### config.mk
export PLATFORM = sky130hd
export DESIGN_NAME = gpio_irq_bank
export DESIGN_NICKNAME = d
export VERILOG_FILES = /design/src/rtl/gpio_bank_pkg.sv /design/src/rtl/gpio_sync.sv /design/src/rtl/gpio_regs.sv /design/src/rtl/gpio_edge_cause.sv /design/src/rtl/gpio_irq_merge.sv /design/src/rtl/gpio_irq_bank.sv
export SDC_FILE = /design/constraint.sdc
export NUM_CORES = 1
export LEC_CHECK = 0
export BUFFER_PORTS_ARGS = -buffer_cell sky130_fd_sc_hd__buf_4
export CAP_MARGIN = 10
export CORE_ASPECT_RATIO = 0.6
export CORE_MARGIN = 2
export CORE_UTILIZATION = 40
export CTS_CLUSTER_SIZE = 30
export DETAILED_ROUTE_END_ITERATION = 7
export HOLD_SLACK_MARGIN = 0.06
export SYNTH_ARGS = -nofsm -noshare
export SYNTH_HDL_FRONTEND = slang
export SYNTH_SLANG_ARGS = --single-unit
### constraint.sdc
create_clock -name clk -period 2.2 [get_ports clk]
set_clock_uncertainty 0.05 [all_clocks]
set_input_delay 0.11 -clock clk [delete_from_list [all_inputs] [get_ports clk]]
set_output_delay 0.11 -clock clk [all_outputs]
set_load 0.02 [all_outputs]
### src/rtl/gpio_bank_pkg.sv
package gpio_bank_pkg;

  localparam int ADDR_W = 5;

  localparam logic [ADDR_W-1:0] OFS_OUT    = 5'h00;
  localparam logic [ADDR_W-1:0] OFS_DIR    = 5'h04;
  localparam logic [ADDR_W-1:0] OFS_POL    = 5'h0C;
  localparam logic [ADDR_W-1:0] OFS_DIN    = 5'h10;
  localparam logic [ADDR_W-1:0] OFS_ECAUSE = 5'h14;
  localparam logic [ADDR_W-1:0] OFS_EMASK  = 5'h18;
  localparam logic [ADDR_W-1:0] OFS_LMASK  = 5'h1C;

  typedef enum logic [2:0] {
    SEL_OUT,
    SEL_DIR,
    SEL_POL,
    SEL_DIN,
    SEL_ECAUSE,
    SEL_EMASK,
    SEL_LMASK,
    SEL_NONE
  } reg_sel_e;

  function automatic reg_sel_e decode_addr(input logic [ADDR_W-1:0] a);
    reg_sel_e s;
    case (a)
      OFS_OUT:    s = SEL_OUT;
      OFS_DIR:    s = SEL_DIR;
      OFS_POL:    s = SEL_POL;
      OFS_DIN:    s = SEL_DIN;
      OFS_ECAUSE: s = SEL_ECAUSE;
      OFS_EMASK:  s = SEL_EMASK;
      OFS_LMASK:  s = SEL_LMASK;
      default:    s = SEL_NONE;
    endcase
    return s;
  endfunction

endpackage

### src/rtl/gpio_sync.sv
module gpio_sync #(
  parameter int WIDTH = 32
) (
  input  logic             clk,
  input  logic             rst_n,
  input  logic [WIDTH-1:0] d,
  output logic [WIDTH-1:0] q
);
  logic [WIDTH-1:0] stage1_q;
  logic [WIDTH-1:0] stage2_q;

  always_ff @(posedge clk or negedge rst_n) begin
    if (!rst_n) begin
      stage1_q <= '0;
      stage2_q <= '0;
    end else begin
      stage1_q <= d;
      stage2_q <= stage1_q;
    end
  end

  assign q = stage2_q;

  // cycles since reset, saturating, so the delay check never looks before reset
  logic [1:0] warm_q;
  always_ff @(posedge clk or negedge rst_n) begin
    if (!rst_n) warm_q <= '0;
    else if (warm_q != 2'd2) warm_q <= warm_q + 2'd1;
  end

  AST_SYNC_TWO_CYCLES: assert property (@(posedge clk) disable iff (!rst_n)
    (warm_q == 2'd2) |-> (q == $past(d, 2)));

endmodule

### src/rtl/gpio_regs.sv
module gpio_regs
  import gpio_bank_pkg::*;
#(
  parameter int WIDTH = 32
) (
  input  logic             clk,
  input  logic             rst_n,
  input  logic             wr_en,
  input  reg_sel_e         sel,
  input  logic [WIDTH-1:0] wdata,
  input  logic [WIDTH-1:0] din,
  input  logic [WIDTH-1:0] cause,
  output logic [WIDTH-1:0] out_q,
  output logic [WIDTH-1:0] dir_q,
  output logic [WIDTH-1:0] pol_q,
  output logic [WIDTH-1:0] emask_q,
  output logic [WIDTH-1:0] lmask_q,
  output logic [WIDTH-1:0] rdata
);
  always_ff @(posedge clk or negedge rst_n) begin
    if (!rst_n) begin
      out_q   <= '0;
      dir_q   <= '1;
      pol_q   <= '0;
      emask_q <= '0;
      lmask_q <= '0;
    end else if (wr_en) begin
      case (sel)
        SEL_OUT:   out_q   <= wdata;
        SEL_DIR:   dir_q   <= wdata;
        SEL_POL:   pol_q   <= wdata;
        SEL_EMASK: emask_q <= wdata;
        SEL_LMASK: lmask_q <= wdata;
        default: ;
      endcase
    end
  end

  always_comb begin
    case (sel)
      SEL_OUT:    rdata = out_q;
      SEL_DIR:    rdata = dir_q;
      SEL_POL:    rdata = pol_q;
      SEL_DIN:    rdata = din;
      SEL_ECAUSE: rdata = cause;
      SEL_EMASK:  rdata = emask_q;
      SEL_LMASK:  rdata = lmask_q;
      default:    rdata = '0;
    endcase
  end

endmodule

### src/rtl/gpio_edge_cause.sv
module gpio_edge_cause #(
  parameter int WIDTH = 32
) (
  input  logic             clk,
  input  logic             rst_n,
  input  logic [WIDTH-1:0] din,
  input  logic             clr_wr,
  input  logic [WIDTH-1:0] wdata,
  output logic [WIDTH-1:0] cause_q,
  output logic [WIDTH-1:0] rise,
  output logic [WIDTH-1:0] clr_hit
);
  logic [WIDTH-1:0] din_prev_q;

  function automatic logic [WIDTH-1:0] rising(input logic [WIDTH-1:0] cur,
                                              input logic [WIDTH-1:0] prev);
    return cur & ~prev;
  endfunction

  // new edges are ORed in after the clear, so an edge beats a same-cycle clear
  function automatic logic [WIDTH-1:0] next_cause(input logic [WIDTH-1:0] cur,
                                                  input logic [WIDTH-1:0] kill,
                                                  input logic [WIDTH-1:0] set);
    return (cur & ~kill) | set;
  endfunction

  assign rise    = rising(din, din_prev_q);
  assign clr_hit = clr_wr ? ~wdata : '0;

  always_ff @(posedge clk or negedge rst_n) begin
    if (!rst_n) begin
      din_prev_q <= '0;
      cause_q    <= '0;
    end else begin
      din_prev_q <= din;
      cause_q    <= next_cause(cause_q, clr_hit, rise);
    end
  end

  AST_EDGE_LATCHED: assert property (@(posedge clk) disable iff (!rst_n)
    (rise != '0) |=> ((cause_q & $past(rise)) == $past(rise)));

  AST_CLEAR_ONLY_BY_ZERO: assert property (@(posedge clk) disable iff (!rst_n)
    1'b1 |=> (($past(cause_q) & ~cause_q & ~$past(clr_hit)) == '0));

  AST_SET_ONLY_BY_EDGE: assert property (@(posedge clk) disable iff (!rst_n)
    1'b1 |=> ((~$past(cause_q) & cause_q & ~$past(rise)) == '0));

endmodule

### src/rtl/gpio_irq_merge.sv
module gpio_irq_merge #(
  parameter int WIDTH   = 32,
  parameter int GROUP_W = 8,
  localparam int NUM_GROUPS = WIDTH / GROUP_W
) (
  input  logic [WIDTH-1:0]      level_hit,
  input  logic [WIDTH-1:0]      edge_hit,
  output logic [NUM_GROUPS-1:0] irq
);
  for (genvar g = 0; g < NUM_GROUPS; g++) begin : g_grp
    assign irq[g] = |(level_hit[g*GROUP_W +: GROUP_W] | edge_hit[g*GROUP_W +: GROUP_W]);
  end
endmodule

### src/rtl/gpio_irq_bank.sv
module gpio_irq_bank
  import gpio_bank_pkg::*;
#(
  parameter int NUM_PINS = 32,
  parameter int GROUP_W  = 8,
  localparam int NUM_GROUPS = NUM_PINS / GROUP_W
) (
  input  logic                  clk,
  input  logic                  rst_n,
  input  logic                  wr_en,
  input  logic [ADDR_W-1:0]     addr,
  input  logic [NUM_PINS-1:0]   wdata,
  output logic [NUM_PINS-1:0]   rdata,
  input  logic [NUM_PINS-1:0]   pin_in,
  output logic [NUM_PINS-1:0]   pin_out,
  output logic [NUM_PINS-1:0]   pin_oe,
  output logic [NUM_GROUPS-1:0] irq
);
  reg_sel_e            sel;
  logic [NUM_PINS-1:0] sync_q, din;
  logic [NUM_PINS-1:0] out_q, dir_q, pol_q, emask_q, lmask_q;
  logic [NUM_PINS-1:0] cause_q, rise, clr_hit;
  logic [NUM_PINS-1:0] level_hit, edge_hit;

  assign sel = decode_addr(addr);

  gpio_sync #(.WIDTH(NUM_PINS)) u_sync (
    .clk(clk), .rst_n(rst_n), .d(pin_in), .q(sync_q)
  );

  assign din = sync_q ^ pol_q;

  gpio_regs #(.WIDTH(NUM_PINS)) u_regs (
    .clk(clk), .rst_n(rst_n), .wr_en(wr_en), .sel(sel), .wdata(wdata),
    .din(din), .cause(cause_q),
    .out_q(out_q), .dir_q(dir_q), .pol_q(pol_q),
    .emask_q(emask_q), .lmask_q(lmask_q), .rdata(rdata)
  );

  gpio_edge_cause #(.WIDTH(NUM_PINS)) u_edge (
    .clk(clk), .rst_n(rst_n), .din(din),
    .clr_wr(wr_en && (sel == SEL_ECAUSE)), .wdata(wdata),
    .cause_q(cause_q), .rise(rise), .clr_hit(clr_hit)
  );

  assign level_hit = din & lmask_q;
  assign edge_hit  = cause_q & emask_q;

  gpio_irq_merge #(.WIDTH(NUM_PINS), .GROUP_W(GROUP_W)) u_merge (
    .level_hit(level_hit), .edge_hit(edge_hit), .irq(irq)
  );

  assign pin_out = out_q;
  assign pin_oe  = ~dir_q;

  AST_MASKED_QUIET: assert property (@(posedge clk) disable iff (!rst_n)
    ((lmask_q == '0) && (emask_q == '0)) |-> (irq == '0));

  AST_OE_FOLLOWS_WRITE: assert property (@(posedge clk) disable iff (!rst_n)
    (wr_en && (sel == SEL_DIR)) |=> (pin_oe == ~$past(wdata)));

endmodule

==> impl.org <==
** Run status
- Status :: complete, no violations

** Placement
- DP HPWL :: 24,600 um
- Number of port buffers :: 171
- Global placement routability congestion :: roughly 0.84
- Dpl ws :: -108 ps

** Detailed routing
- Post-route ant nets :: 0
- Vias :: 8,917
- After detailed routing, the number of vias per cell comes to 5.38.
- The first detailed-routing pass took 6 iterations.
- Iteration-0 DRC Markers :: 765
- Routed wire length :: 35,400 um
- After detailed routing, the number of remaining DRC violations is 0.
- Wire per inst :: 21.4 um

** CTS
- TritonCTS created 27 clock buffers.
- The root buffer cell chosen for the clock tree is sky130_fd_sc_hd__clkbuf_16.
- After clock tree synthesis, the clock-pin slew on the worst setup and hold paths is 70 ps.
- Clock latency reported for the late side of the worst-skew pair :: 550 ps
- CTS tree :: yes
- The clock drives 288 sinks.
- Max Buffers Root-to-Sink :: 3
- In this run the number of H-tree levels came out at 1.

** STA
- Setup repair after global routing missed its margin :: yes
- For this run, the top clock speed supported by timing is around 460 MHz.
- Final Worst Setup Slack :: around 13 ps
- The routed design could run at a clock period as short as 2190 ps.
- Post-route setup TNS :: 0 ps
- Slew at the pin closest to its max-slew limit :: 1160 ps
- Headroom to the max-slew limit came out at 22.1%.
- The final-report hold violation count was 0.
- Final Max Slew Viols :: 0
- Final hold analysis gives a worst-case slack of 107 ps.
- Number of setup violations in the final report :: 0
- Share of the clock period used by the worst path :: 99.4%

** Synthesis
- Cell Area, Synth :: approximately 0.012 mm2
- Flip-flop cell with the highest count after synthesis :: sky130_fd_sc_hd__dfrtp_1
- Distinct cell type count after synthesis :: 45
- Number of warnings printed during yosys synthesis :: 0
- When the netlist entered floorplanning its net count stood at 1,025.
- Top cell type by total area after synthesis :: sky130_fd_sc_hd__dfrtp_1
- Number of enable flip-flop cells after synthesis :: 0
- Synthesis inferred 288 register bits.
- Sequential fraction of the synthesis area :: 59.3%
- After synthesis, the mean cell area works out to ~13 um2.
- Yosys top cell area share :: 52.4%
- Yosys attributes the largest share of cell area to sky130_fd_sc_hd__dfrtp_1 (52%), sky130_fd_sc_hd__mux2_2 (14%), sky130_fd_sc_hd__dfstp_2 (6.9%).
- Synth top cells by count :: sky130_fd_sc_hd__dfrtp_1 (256), sky130_fd_sc_hd__mux2_2 (155), sky130_fd_sc_hd__o21ai_0 (110), sky130_fd_sc_hd__inv_1 (84), sky130_fd_sc_hd__nand2_1 (54)
- For this run, asynchronously set or reset flops after synthesis account for 100%.
- Syn Inst Count :: 953
- The most common cell in the synthesized netlist is sky130_fd_sc_hd__dfrtp_1.

** Critical path
- The slowest stage of the critical path is the sky130_fd_sc_hd__dfrtp_1 cell.
- The worst setup path is captured at an output port.
- Along the worst path, the maximum fanout reaches 3.
- STA classifies the critical path startpoint as a register.
- Worst Setup Path Type :: register to output port
- CP cell instances :: a22o_1, a221oi_2, and3_1, nand4_1, buf_4
- Required @ worst endpoint :: 2040 ps
- For the worst setup path, the data arrival time is 2030 ps.
- Max incr delay on CP :: 400 ps

** Finish
- Number of fill cells in the layout :: 2,616
- Of the cells placed in the final design, the portion with a size suffix greater than 1 is between 40 and 50%.
- Compared with the post-synthesis result, the final layout area differs by 30.9%.
- Layout Utilization :: 53.3%
- In the final design database the tool counted 1,299 nets.

** Flow run
- Number of max-capacitance violations reported :: 0

** Global route
- The via count of the first global-routing pass was 8,954.
- Aggregate global-route resource usage :: 22.3%
- The initial antenna violation count was 1.
- Entering global routing, the biggest net connects 71 pins.
- The first global-routing pass estimated 54,800 um of wire.
- Global routing finished with a remaining overflow of 0.

** Power and ir drop
- The analysis attributes to cell leakage a power of around 7.4 nW.
- Overall power after layout :: 14.3 mW
- Pwr dens :: 893 mW/mm2
- The worst-case IR drop observed on VDD is 550 uV.

** Min path
- Hold/Removal Path Class :: input port to async pin

** Floorplanning
- Area of the core :: between 0.03 and 0.04 mm2
- Floorplan row count :: 49
- The die is between 100 and 150 um tall.
- The die covers 0.0320 mm2.
- In this run the horizontal extent of the chip is 230 um.
- Number of placed I/O pins :: 172
- For this configuration, the core starts out at a cell density of 40.7%.
power by group:
part / switching, mW / internal [mW]
Combinational: 1.45 / 1.37
Clock: 2.03 / 2.64
Sequential: 0.617 / 6.18
area by class of cell:
cell class	count	area (um2)	area share, %
diodes	1	2.50	0.0156
clock buffers	41	808	5.05
clock inverters	8	68.8	0.430
inverters	84	315	1.97
multi-input cells	531	4560	28.5
flip-flops and latches	288	7250	45.3
well taps	408	510	3.19
repair buffers	295	2490	15.6
sequential cells by signal (all words and copies together), names as in the netlist:
name               count
u_edge.cause_q        32
u_edge.din_prev_q     32
u_regs.dir_q          32
u_regs.emask_q        32
u_regs.lmask_q        32
u_regs.out_q          32
u_regs.pol_q          32
u_sync.q              32
u_sync.stage1_q       32
kinds of logic (layout without fill, tap and decap cells):
group           after synthesis  after routing  share of synthesized area [%]
compound gates              239            239                           14.5
xor+xnor                     32             32                           2.29
buf+inv                     134            428                           4.52
flops                       288            288                           59.3
mux                         174            174                           15.9
other cells                   0              1                              0
simple gates                 86             86                           3.51
layer usage:
layer	share of wire, %	wire, um	global-route usage [%]	up-vias
li1	-	-	-	3993
met1	50	17600	34.9	4607
met2	42	15000	32.2	268
met3	5.9	2080	3.81	49
met4	1.9	684	4.52	0
met5	0	0	0	-
worst paths after layout:
| path | startpoint | end | slack [ps] | cells past startpoint |
|---|---|---|---|---|
| setup reg to reg | u_sync.q[21] | u_edge.cause_q[21] | 1030 | 3 |
| hold reg to reg | u_sync.stage1_q[26] | u_sync.q[26] | 300 | 0 |
| min in group clk | wr_en | u_regs.out_q[23] | 150 | 4 |
| setup / recovery | u_edge.cause_q[0] | irq[0] | 10 | 5 |
| max in group asynchronous | rst_n | u_regs.dir_q[13] | 1260 | 3 |
| hold / removal | rst_n | u_regs.lmask_q[26] | 110 | 2 |
what timing repair did:
item                                    4_1_cts  5_1_grt
hold endpoints to repair                    487        0
gates resized for setup                       4       17
hold buffers                                 65        0
endpoints found under the setup margin        3        6
setup buffers                                 1        6
pin swaps                                     5        8
through the flow:
stage / instance area, um2 / instances
2_1_floorplan: 12200 / 953
3_3_place_gp: 14300 / 1534
3_5_place_dp: 14300 / 1534
4_1_cts: 15900 / 1649
5_1_grt: 16000 / 1656
6_report: 16000 / 1656
worst max-delay path: cells and delay by family (launching register included):
| kind | cells | cell delay (ps) |
|---|---|---|
| buffers and inverters | 1 | 180 |
| flip-flops | 1 | 400 |
| AO/OA/AOI/OAI | 2 | 590 |
| AND/OR/NAND/NOR | 2 | 310 |
layout by cell type, fill, tap and decap left out, types with 19 or more instances in the layout:
cell / instances
sky130_fd_sc_hd__mux2_2: 155
sky130_fd_sc_hd__xor2_1: 28
sky130_fd_sc_hd__a221o_1: 19
sky130_fd_sc_hd__o21ai_0: 110
sky130_fd_sc_hd__clkbuf_16: 27
sky130_fd_sc_hd__a222oi_1: 22
sky130_fd_sc_hd__dfstp_2: 32
sky130_fd_sc_hd__a22o_1: 25
sky130_fd_sc_hd__inv_1: 84
sky130_fd_sc_hd__buf_4: 219
sky130_fd_sc_hd__nand2_1: 52
sky130_fd_sc_hd__dfrtp_1: 255
sky130_fd_sc_hd__dlygate4sd3_1: 65
(Power assumes the default switching activity.)
